<file path="src/rtl/hri_pkg.sv">
package hri_pkg;
  localparam int DATA_W     = 8;
  localparam int ADDR_W     = 2;
  localparam int FIFO_DEPTH = 10;
  localparam int N_INT      = 3;

  localparam logic [ADDR_W-1:0] A_CMD_STS  = 2'd0;
  localparam logic [ADDR_W-1:0] A_QUEUE    = 2'd1;
  localparam logic [ADDR_W-1:0] A_DATA     = 2'd2;
  localparam logic [ADDR_W-1:0] A_CTRL_FST = 2'd3;

  typedef struct packed {
    logic             hostRd;
    logic             cpuRd;
    logic             cmdWr;
    logic             prmPush;
    logic             prmPop;
    logic             prmClr;
    logic             resPush;
    logic             resPop;
    logic             ctrlWr;
    logic             chipRst;
    logic [N_INT-1:0] stsClr;
    logic [N_INT-1:0] stsSet;
    logic [N_INT-1:0] enVal;
    logic             clrBusy;
    logic             cpuAck;
  } hriStrb_t;
endpackage

</file>
<file path="src/rtl/hri_fifo.sv">
module hri_fifo #(
  parameter int DEPTH = 10,
  parameter int WIDTH = 8
) (
  input  logic             clk,
  input  logic             rstN,
  input  logic             clr,
  input  logic             push,
  input  logic             pop,
  input  logic [WIDTH-1:0] wrData,
  output logic [WIDTH-1:0] head,
  output logic             empty,
  output logic             full
);
  localparam int PTR_W = (DEPTH > 1) ? $clog2(DEPTH) : 1;
  localparam int CNT_W = $clog2(DEPTH + 1);
  localparam logic [PTR_W-1:0] LAST = PTR_W'(DEPTH - 1);

  logic [WIDTH-1:0] mem [DEPTH];
  logic [PTR_W-1:0] rdPtr, wrPtr;
  logic [CNT_W-1:0] count;
  logic doPush, doPop;

  assign empty  = (count == '0);
  assign full   = (count == CNT_W'(DEPTH));
  assign doPush = push && !full && !clr;
  assign doPop  = pop && !empty && !clr;
  assign head   = mem[rdPtr];

  always_ff @(posedge clk) begin
    if (doPush) mem[wrPtr] <= wrData;
  end

  always_ff @(posedge clk or negedge rstN) begin
    if (!rstN) begin
      rdPtr <= '0;
      wrPtr <= '0;
      count <= '0;
    end else if (clr) begin
      rdPtr <= '0;
      wrPtr <= '0;
      count <= '0;
    end else begin
      if (doPush) wrPtr <= (wrPtr == LAST) ? '0 : wrPtr + 1'b1;
      if (doPop)  rdPtr <= (rdPtr == LAST) ? '0 : rdPtr + 1'b1;
      if (doPush && !doPop)      count <= count + 1'b1;
      else if (doPop && !doPush) count <= count - 1'b1;
    end
  end

  // a push into a full queue without a pop leaves the fill level alone
  a_r4_no_overflow: assert property (@(posedge clk) disable iff (!rstN)
    (push && full && !pop && !clr) |=> $stable(count));
  // a pop from an empty queue leaves the read pointer alone
  a_r5_no_underflow: assert property (@(posedge clk) disable iff (!rstN)
    (pop && empty && !clr) |=> $stable(rdPtr));
endmodule

</file>
<file path="src/rtl/hri_ctrl.sv">
module hri_ctrl
  import hri_pkg::*;
(
  input  logic              hostCsN,
  input  logic              hostRdN,
  input  logic              hostWrN,
  input  logic [ADDR_W-1:0] hostAddr,
  input  logic [DATA_W-1:0] hostWrData,
  input  logic [ADDR_W-1:0] cpuAddr,
  input  logic              cpuRd,
  input  logic              cpuWr,
  input  logic [4:0]        cpuCtlBits,
  output hriStrb_t          strb
);
  logic hostWrAct, hostRdAct, rstHit, live, cpuCtlWr;

  assign hostWrAct = !hostCsN && !hostWrN;
  assign hostRdAct = !hostCsN && !hostRdN;
  assign rstHit    = hostWrAct && (hostAddr == A_CTRL_FST) && hostWrData[7];
  assign live      = !rstHit;
  assign cpuCtlWr  = live && cpuWr && (cpuAddr == A_CMD_STS);

  always_comb begin
    strb         = '0;
    strb.hostRd  = hostRdAct;
    strb.cpuRd   = cpuRd;
    strb.chipRst = rstHit;
    strb.cmdWr   = live && hostWrAct && (hostAddr == A_CMD_STS);
    strb.prmPush = live && hostWrAct && (hostAddr == A_QUEUE);
    strb.ctrlWr  = live && hostWrAct && (hostAddr == A_CTRL_FST);
    strb.resPop  = live && hostRdAct && (hostAddr == A_QUEUE);
    strb.prmPop  = live && cpuRd && (cpuAddr == A_QUEUE);
    strb.resPush = live && cpuWr && (cpuAddr == A_QUEUE);
    if (strb.ctrlWr) begin
      strb.stsClr = hostWrData[2:0];
      strb.enVal  = hostWrData[5:3];
      strb.prmClr = hostWrData[6];
    end
    if (cpuCtlWr) begin
      strb.stsSet  = cpuCtlBits[2:0];
      strb.clrBusy = cpuCtlBits[3];
      strb.cpuAck  = cpuCtlBits[4];
    end
  end
endmodule

</file>
<file path="src/rtl/hri_datapath.sv">
module hri_datapath
  import hri_pkg::*;
#(
  parameter int DEPTH = FIFO_DEPTH
) (
  input  logic              clk,
  input  logic              rstN,
  input  hriStrb_t          strb,
  input  logic [ADDR_W-1:0] hostAddr,
  input  logic [DATA_W-1:0] hostWrData,
  input  logic [ADDR_W-1:0] cpuAddr,
  input  logic [DATA_W-1:0] cpuWrData,
  input  logic              dataReq,
  output logic [DATA_W-1:0] hostRdData,
  output logic [DATA_W-1:0] cpuRdData,
  output logic              hostIrq,
  output logic              cpuIrq
);
  logic             busy;
  logic [N_INT-1:0] intSts, intEn;
  logic [DATA_W-1:0] cmdReg, prmHead, resHead;
  logic prmEmpty, prmFull, resEmpty, resFull;

  hri_fifo #(.DEPTH(DEPTH), .WIDTH(DATA_W)) prmQ_i (
    .clk(clk), .rstN(rstN), .clr(strb.chipRst || strb.prmClr),
    .push(strb.prmPush), .pop(strb.prmPop), .wrData(hostWrData),
    .head(prmHead), .empty(prmEmpty), .full(prmFull));

  hri_fifo #(.DEPTH(DEPTH), .WIDTH(DATA_W)) resQ_i (
    .clk(clk), .rstN(rstN), .clr(strb.chipRst),
    .push(strb.resPush), .pop(strb.resPop), .wrData(cpuWrData),
    .head(resHead), .empty(resEmpty), .full(resFull));

  always_ff @(posedge clk or negedge rstN) begin
    if (!rstN) begin
      busy   <= 1'b0;
      cpuIrq <= 1'b0;
      intSts <= '0;
      intEn  <= '0;
      cmdReg <= '0;
    end else if (strb.chipRst) begin
      busy   <= 1'b0;
      cpuIrq <= 1'b1;
      intSts <= '0;
      intEn  <= '0;
      cmdReg <= '0;
    end else begin
      busy   <= strb.cmdWr || (busy && !strb.clrBusy);
      cpuIrq <= strb.cmdWr || (cpuIrq && !strb.cpuAck);
      intSts <= (intSts & ~strb.stsClr) | strb.stsSet;
      if (strb.ctrlWr) intEn  <= strb.enVal;
      if (strb.cmdWr)  cmdReg <= hostWrData;
    end
  end

  assign hostIrq = |(intSts & intEn);

  always_comb begin
    hostRdData = '0;
    if (strb.hostRd) begin
      unique case (hostAddr)
        A_CMD_STS:  hostRdData = {busy, dataReq, intEn, intSts};
        A_QUEUE:    hostRdData = resEmpty ? '0 : resHead;
        A_DATA:     hostRdData = '0;
        A_CTRL_FST: hostRdData = {4'b0000, resFull, !resEmpty, prmEmpty, !prmFull};
        default:    hostRdData = '0;
      endcase
    end
  end

  always_comb begin
    cpuRdData = '0;
    if (strb.cpuRd) begin
      unique case (cpuAddr)
        A_CMD_STS:  cpuRdData = {1'b0, intSts, busy, resFull, prmEmpty, cpuIrq};
        A_QUEUE:    cpuRdData = prmEmpty ? '0 : prmHead;
        A_DATA:     cpuRdData = cmdReg;
        default:    cpuRdData = '0;
      endcase
    end
  end

  a_r1_cmd_sets_busy: assert property (@(posedge clk) disable iff (!rstN)
    strb.cmdWr |=> busy);
  a_r2_busy_holds: assert property (@(posedge clk) disable iff (!rstN)
    (busy && !strb.clrBusy && !strb.chipRst) |=> busy);
  a_r3_irq_holds: assert property (@(posedge clk) disable iff (!rstN)
    (cpuIrq && !strb.cpuAck) |=> cpuIrq);
  a_r7_set_wins: assert property (@(posedge clk) disable iff (!rstN)
    (strb.stsSet != '0) |=> ((intSts & $past(strb.stsSet)) == $past(strb.stsSet)));
  a_r6_flags_exclusive: assert property (@(posedge clk) disable iff (!rstN)
    !(prmFull && prmEmpty) && !(resFull && resEmpty));
  a_r12_chip_reset: assert property (@(posedge clk) disable iff (!rstN)
    strb.chipRst |=> (cpuIrq && !busy && intSts == '0 && intEn == '0 && prmEmpty && resEmpty));
endmodule

</file>
<file path="src/rtl/host_cmd_regs.sv">
module host_cmd_regs
  import hri_pkg::*;
#(
  parameter int DEPTH = FIFO_DEPTH
) (
  input  logic              clk,
  input  logic              rstN,
  input  logic              hostCsN,
  input  logic              hostRdN,
  input  logic              hostWrN,
  input  logic [ADDR_W-1:0] hostAddr,
  input  logic [DATA_W-1:0] hostWrData,
  output logic [DATA_W-1:0] hostRdData,
  output logic              hostIrq,
  input  logic              dataReq,
  input  logic [ADDR_W-1:0] cpuAddr,
  input  logic              cpuRd,
  input  logic              cpuWr,
  input  logic [DATA_W-1:0] cpuWrData,
  output logic [DATA_W-1:0] cpuRdData,
  output logic              cpuIrq
);
  hriStrb_t strb;

  hri_ctrl ctrl_i (
    .hostCsN(hostCsN), .hostRdN(hostRdN), .hostWrN(hostWrN),
    .hostAddr(hostAddr), .hostWrData(hostWrData),
    .cpuAddr(cpuAddr), .cpuRd(cpuRd), .cpuWr(cpuWr),
    .cpuCtlBits(cpuWrData[4:0]), .strb(strb));

  hri_datapath #(.DEPTH(DEPTH)) dp_i (
    .clk(clk), .rstN(rstN), .strb(strb),
    .hostAddr(hostAddr), .hostWrData(hostWrData),
    .cpuAddr(cpuAddr), .cpuWrData(cpuWrData), .dataReq(dataReq),
    .hostRdData(hostRdData), .cpuRdData(cpuRdData),
    .hostIrq(hostIrq), .cpuIrq(cpuIrq));
endmodule

</file>
<file path="config.mk">
export PLATFORM = sky130hd
export DESIGN_NAME = host_cmd_regs
export DESIGN_NICKNAME = d
export VERILOG_FILES = /design/src/rtl/hri_pkg.sv /design/src/rtl/hri_fifo.sv /design/src/rtl/hri_ctrl.sv /design/src/rtl/hri_datapath.sv /design/src/rtl/host_cmd_regs.sv
export SDC_FILE = /design/constraint.sdc
export NUM_CORES = 1
export LEC_CHECK = 0
export ABC_AREA = 1
export BUFFER_PORTS_ARGS = -buffer_cell sky130_fd_sc_hd__buf_2
export CAP_MARGIN = 20
export CORE_UTILIZATION = 61
export DETAILED_ROUTE_END_ITERATION = 16
export PLACE_DENSITY = 0.76
export SLEW_MARGIN = 20
export SYNTH_ARGS = -nofsm -noshare
export SYNTH_HDL_FRONTEND = slang
export SYNTH_SLANG_ARGS = --single-unit
</file>
<file path="constraint.sdc">
create_clock -name clk -period 2.6 [get_ports clk]
set_input_delay 0.13 -clock clk [delete_from_list [all_inputs] [get_ports clk]]
set_output_delay 0.13 -clock clk [all_outputs]
set_load 0.02 [all_outputs]
</file>
Yosys cells after proc, flatten, opt, wreduce, memory -nomap -nowiden
Memory sizes are Yosys's and may differ from the RTL's.
Index checks and enable logic that the tools add are counted.
{"block": "op_classes", "n_addsub": 8, "n_eq_ne": 11, "mux": 39, "bitwise": 4, "n_reduce_logical": 60}
{"op": "two-way mux 4 bit", "n": 18}
{"op": "two-way mux 8 bit", "n": 6}
{"op": "case mux 8 bit (4 select lines)", "n": 1}
{"op": "logical AND 1 bit", "n": 29}
{"op": "adder 4 x 1 -> 4 bit (second input constant)", "n": 6}
{"op": "equality test 4 bit (second input constant)", "n": 6}
{"op": "case mux 8 bit (3 select lines)", "n": 1}
{"op": "zero test 1 bit", "n": 15}
{"op": "two-way mux 3 bit", "n": 5}
{"op": "nonzero test 2 bit", "n": 6}
{"op": "zero test 4 bit", "n": 2}
{"op": "subtractor 4 x 1 -> 4 bit (second input constant)", "n": 2}
{"op": "two-way mux 1 bit", "n": 7}
{"op": "bitwise AND 3 bit", "n": 2}
{"op": "equality test 2 bit (second input constant)", "n": 3}
{"op": "nonzero test 3 bit", "n": 2}
{"op": "equality test 2 x 1 -> 1 bit (second input constant)", "n": 2}
{"op": "zero test 2 bit", "n": 2}
{"op": "logical OR 1 bit", "n": 3}
{"op": "NOT 3 bit", "n": 1}
{"op": "bitwise OR 3 bit", "n": 1}
{"op": "OR reduction 3 bit", "n": 1}
{"op": "two-way mux 2 bit", "n": 1}
{"block": "totals", "ff_bits": 40, "ramBits": 160, "in_bits": 28, "output_inout_bits": 18, "elab_cells": 135, "memories": 2}
{"name": "dp_i.prmQ_i.mem", "words": 10, "width": 8, "read_ports": 1, "rd_clocked_by_memory_dff": 0, "write_ports": 1, "line": "hri_fifo.sv:19", "text": "logic [WIDTH-1:0] mem [DEPTH];"}
{"name": "dp_i.resQ_i.mem", "words": 10, "width": 8, "read_ports": 1, "rd_clocked_by_memory_dff": 0, "write_ports": 1, "line": "hri_fifo.sv:19"}

Longest topological paths before layout
{"block": "logic_depth", "depth_word": 16, "mapped_depth": 16, "mapped_depth_nobuf": 16}

Cells and area by module
From an unflattened synthesis, not the netlist that was laid out.
{"block": "unflattened", "cells_unflattened": 934, "area_unflattened_um2": 9276.4}
{"mod": "hri_fifo at dp_i.prmQ_i", "n_inst": 1, "cells_each": 350, "area_per_inst_um2": 3938.8, "seq_area_each_um2": 2702.6}
{"mod": "hri_fifo at dp_i.resQ_i", "n_inst": 1, "cells_each": 355, "area_per_inst_um2": 3932.5, "seq_area_each_um2": 2702.6}
{"mod": "hri_datapath", "n_inst": 1, "cells_each": 178, "area_per_inst_um2": 1147.4, "seq_area_each_um2": 400.4}
{"mod": "hri_ctrl", "n_inst": 1, "cells_each": 51, "area_per_inst_um2": 257.7, "seq_area_each_um2": 0.0}

Worst setup path after synthesis
OpenSTA, ideal clock, no wires.
{"block": "synth_timing", "path_kind": "reg-to-reg", "startpoint": "register dp_i.prmQ_i.count[0]", "endpoint": "register dp_i.prmQ_i.count[3]", "setup_time_ns": 0.117, "arrival_ns": 2.081, "required_time_ns": 2.483, "path_slack_ns": 0.401, "stages_incl_launch_ff": 15, "path_buffers": 0, "synth_period_minus_slack_ns": 2.199, "path_cell_list": "dfrtp_1 -> nor2_2 -> nand2_1 -> nand3_1 -> nand3_1 -> nor2_2 -> inv_2 -> ha_1 -> a21oi_1 -> nand2_1 -> or2_2 -> nand2_1 -> nand2_1 -> nand3_1 -> nand2_1"}
{"block": "synth_via", "elab_chain_cells": 8, "word_cells_on_any_way": 18, "cone_classes": "add/sub: 2; eq/ne: 1; mux: 3; reduce/logical: 12"}
{"element": "start: declaration", "line": "hri_fifo.sv:21", "text": "logic [CNT_W-1:0] count;"}
{"element": "start signal: assignment", "line": "hri_fifo.sv:46", "text": "if (doPush && !doPop) count <= count + 1'b1;"}
{"element": "start signal: assignment", "line": "hri_fifo.sv:47", "text": "else if (doPop && !doPush) count <= count - 1'b1;"}
{"element": "branches (longest 8 deep; another with subtractor 4 x 1 -> 4 bit)"}
Parallel ways; which one is timed is not known. The select of a mux whose other input is x is not followed.
A chain may end at the register's enable or synchronous reset.

Worst setup path after layout
{"block": "layout_timing", "startpoint": "register dp_i.prmQ_i.rdPtr[1]", "endpoint": "output port cpuRdData[0]"}
{"block": "layout_via", "elab_chain_cells": 4}
{"element": "start: declaration", "line": "hri_fifo.sv:20", "text": "logic [PTR_W-1:0] rdPtr, wrPtr;"}
{"element": "start signal: assignment", "line": "hri_fifo.sv:45", "text": "if (doPop) rdPtr <= (rdPtr == LAST) ? '0 : rdPtr + 1'b1;"}
{"element": "memory (10 x 8 bit)"}
{"element": "two-way mux 8 bit", "line": "hri_datapath.sv:76", "text": "A_QUEUE: cpuRdData = prmEmpty ? '0 : prmHead;"}
{"element": "case mux 8 bit (3 select lines)", "line": "hri_datapath.sv:74", "text": "unique case (cpuAddr)"}
{"element": "two-way mux 8 bit", "line": "hri_datapath.sv:73", "text": "if (strb.cpuRd) begin"}
{"element": "end: declaration", "line": "host_cmd_regs.sv:20", "text": "output logic [DATA_W-1:0] cpuRdData,"}
Every way passes these cells.

==> impl_metrics.csv <==
group,metric,value,unit
final_layout,layoutNonFillerInstCount,1143,
sta,setup_tns,0,ns
power,power,9.97,mW
placement,pre_cts_ws,0.194,ns
synth,synth_ff_type,"edfxtp_1",
die,start_util,63.5,%
synth,syn_inst,883,
worst_setup_path,crit_path_end_kind,"output port",
global_routing,grt_max_degree,43,
die,die_y,123,um
die,dieWidth,123,um
global_routing,grt_use_total,29.4,%
sta,setup_viol,0,
worst_setup_path,rrSetupSlack,0.24,ns
sta,fin_crit,2.41,ns
final_layout,fin_nets,988,
power,power-per-cell-area,982,mW/mm^2
die,rows,43,
placement,dp.cells,1109,
cts,cts_tree,"done",
cts,clkTransAtPathRegs,0.07,ns
synth,synth_top_area_cell,"edfxtp_1",
cts,clkLatencyLatePin,0.44,ns
routing,drcViolationCount,0,
power,ir_drop,0.612,mV
sta,drv_slew,0,
synth,synth.area.top_cells,"edfxtp_1, dfrtp_1, nand2_1",
synth,syn-mean-instance-area,10.1,um^2
synth,synth_most_common_cell,"nand2_1",
final_layout,area_delta_synth_final,13.5,%
die,pin_count,46,
power,p_leak,4.17,nW
synth,yosysWarnings,0,
placement,portBuffers,45,
job,max_cap_viol_count,0,
synth,synth_area,0.00894,mm^2
cts,cts_buffer_depth,2,
worst_setup_path,required,2.47,ns
synth,yosys_register_bits,200,
worst_setup_path,cp_max_fo,12,
routing,wire_per_inst,18.4,um
synth,synth_edf_count,160,
worst_setup_path,path_class,"flip-flop to output port",
routing,viasPerCell,5.89,
worst_setup_path,path_cells,"inv_2 -> nor2_1 -> o21ai_0 -> nand3_1 -> nand2_1 -> nand2_1 -> nand2_1 -> a21oi_1 -> buf_2",
worst_setup_path,cp_top_family,"flip-flops",
synth,syn-num-nets,921,
synth,netlist.area_leader.share,53.7,%
synth,seq_area_frac_synth,64.9,%
sta,clock_skew,0.00913,ns
cts,cts_buffers,17,
routing,drtIter0Drc,954,
sta,fmax,414,MHz
global_routing,grt_pass1_wl,32200,um
sta,slew-limit-headroom,38.2,%
sta,finalHoldViolations,0,
routing,ant_nets,0,
worst_setup_path,critPathArrivalTime,2.28,ns
routing,dr.pass1.iters,6,
routing,dr_total_vias,6735,
final_layout,top_regs,"dp_i.prmQ_i.mem x80, dp_i.resQ_i.mem x80, dp_i.cmdReg x8",
sta,worstMarginPinSlew,0.927,ns
routing,finalWirelength,21100,um
sta,rsz0062_at_grt,"false",
final_layout,diodes,0,
synth,async_flop_share,20.0,%
global_routing,grt_pass1_vias,6428,
cts,root_buffer,"clkbuf_16",
cts,cts-htree-levels,4,
placement,gp_congestion,0.956,
status,outcome,"completed",
global_routing,antenna_found_initial,0,
sta,holdWs,0.0251,ns
die,fp.coreArea,0.0141,mm^2
worst_setup_path,crit_top_cell,"nand2_1",
sta,post-route-period-util,92.9,%
worst_hold_path,hold_class,"input port to flip-flop",
placement,hpwl,14100,um
sta,setup_ws,0.185,ns
worst_setup_path,cp_slowest_stage_delay,0.63,ns
worst_setup_path,start_kind,"flip-flop",
die,dieArea,0.0152,mm^2
worst_setup_path,critPathBufInv,2,
final_layout,drive_above_1_share,14.6,%
worst_setup_path,cp_slowest_cell,"dfrtp_1",
cts,clock_sinks,200,
synth,synthTopCellsByCount,"nand2_1, edfxtp_1, nor2_1, inv_1, nand3_1",
synth,ys_types,36,
global_routing,gr-total-overflow,0,
## layout make-up
| cell class | instances | area [um^2] |
|---|---|---|
| Inverter | 76 | 288 |
| Multi-Input combinational cell | 584 | 2750 |
| Sequential cell | 200 | 5810 |
| Tap cell | 180 | 225 |
| Clock inverter | 13 | 215 |
| Timing Repair Buffer | 71 | 427 |
| Clock buffer | 19 | 433 |
| Fill cell | 999 | 3950 |
## power breakdown
| part | internal (mW) | switching [mW] | leakage, nW |
|---|---|---|---|
| logic | 0.964 | 2.12 | 1.91 |
| registers | 3.71 | 0.283 | 1.94 |
| clock network | 1.72 | 1.16 | 0.313 |
| total | 6.40 | 3.57 | 4.17 |
## cell families after synthesis
family	count (synthesis)	share of synthesized area (%)
buffers and inverters	99	4.48
adders and majority gates	10	1.57
DFF	200	64.9
and+or+nand+nor	421	19.5
xor gates and xnor gates	7	0.685
AOI/OAI and AO/OA	146	8.85
## final timing paths
check	start	endpoint	cells after the start
worst max-delay path	dp_i.prmQ_i.rdPtr[1]	cpuRdData[0]	9
min in group asynchronous	rstN	dp_i.prmQ_i.count[2]	2
worst min-delay path	cpuWrData[5]	dp_i.resQ_i.mem[6][5]	1
worst min register to register	dp_i.resQ_i.wrPtr[3]	dp_i.resQ_i.wrPtr[3]	2
worst max register to register	dp_i.prmQ_i.count[2]	dp_i.prmQ_i.count[3]	15
max in group asynchronous	rstN	dp_i.resQ_i.rdPtr[1]	2
## cell usage in the layout (no fill, tap or decap), drive strengths merged, types with 2 or more instances in the layout
master / n
nand2: 226
edfxtp: 160
nor2: 125
inv: 78
o21ai: 78
buf: 70
nand3: 59
a21oi: 48
dfrtp: 40
clkbuf: 19
o22ai: 12
ha: 8
nor3: 7
xor2: 6
bufinv: 5
clkinv: 5
o211ai: 4
and2: 2
a22o: 2
fa: 2
## worst register-to-register path, stage by stage (launching register included)
cell	delay (ns)
dfrtp_1	0.42
nor2_2	0.13
nand2_1	0.12
nand3_2	0.12
nand3_2	0.11
nor2_4	0.15
inv_2	0.06
ha_1	0.34
a21oi_1	0.14
nand2_1	0.07
or2_2	0.28
nand2_1	0.10
inv_1	0.05
nand2_1	0.06
nand3_1	0.08
nand2_1	0.06
## repair_timing
action / in CTS / in global routing
hold buffers: 1 / 0
resized for setup: 0 / 7
hold endpoints to repair: 40 / 0
endpoints found under the setup margin: 0 / 7
buffers inserted: 0 / 1
## through the flow
step                      cell area [um^2]  util, %
after floorplan                       8940        -
after global placement                9460     67.1
after detailed placement              9460     67.1
after CTS                            10100     71.8
after global routing                 10100     72.0
final                                10100     72.0
## layer usage
layer	global-route usage [%]	vias to the layer above	wire length, um
li1	-	3118	-
met1	40.6	3239	8690
met2	46.3	338	10100
met3	5.44	40	1790
met4	12.0	0	457
met5	0	-	0
Note: power is estimated with default switching activity, not from simulation.
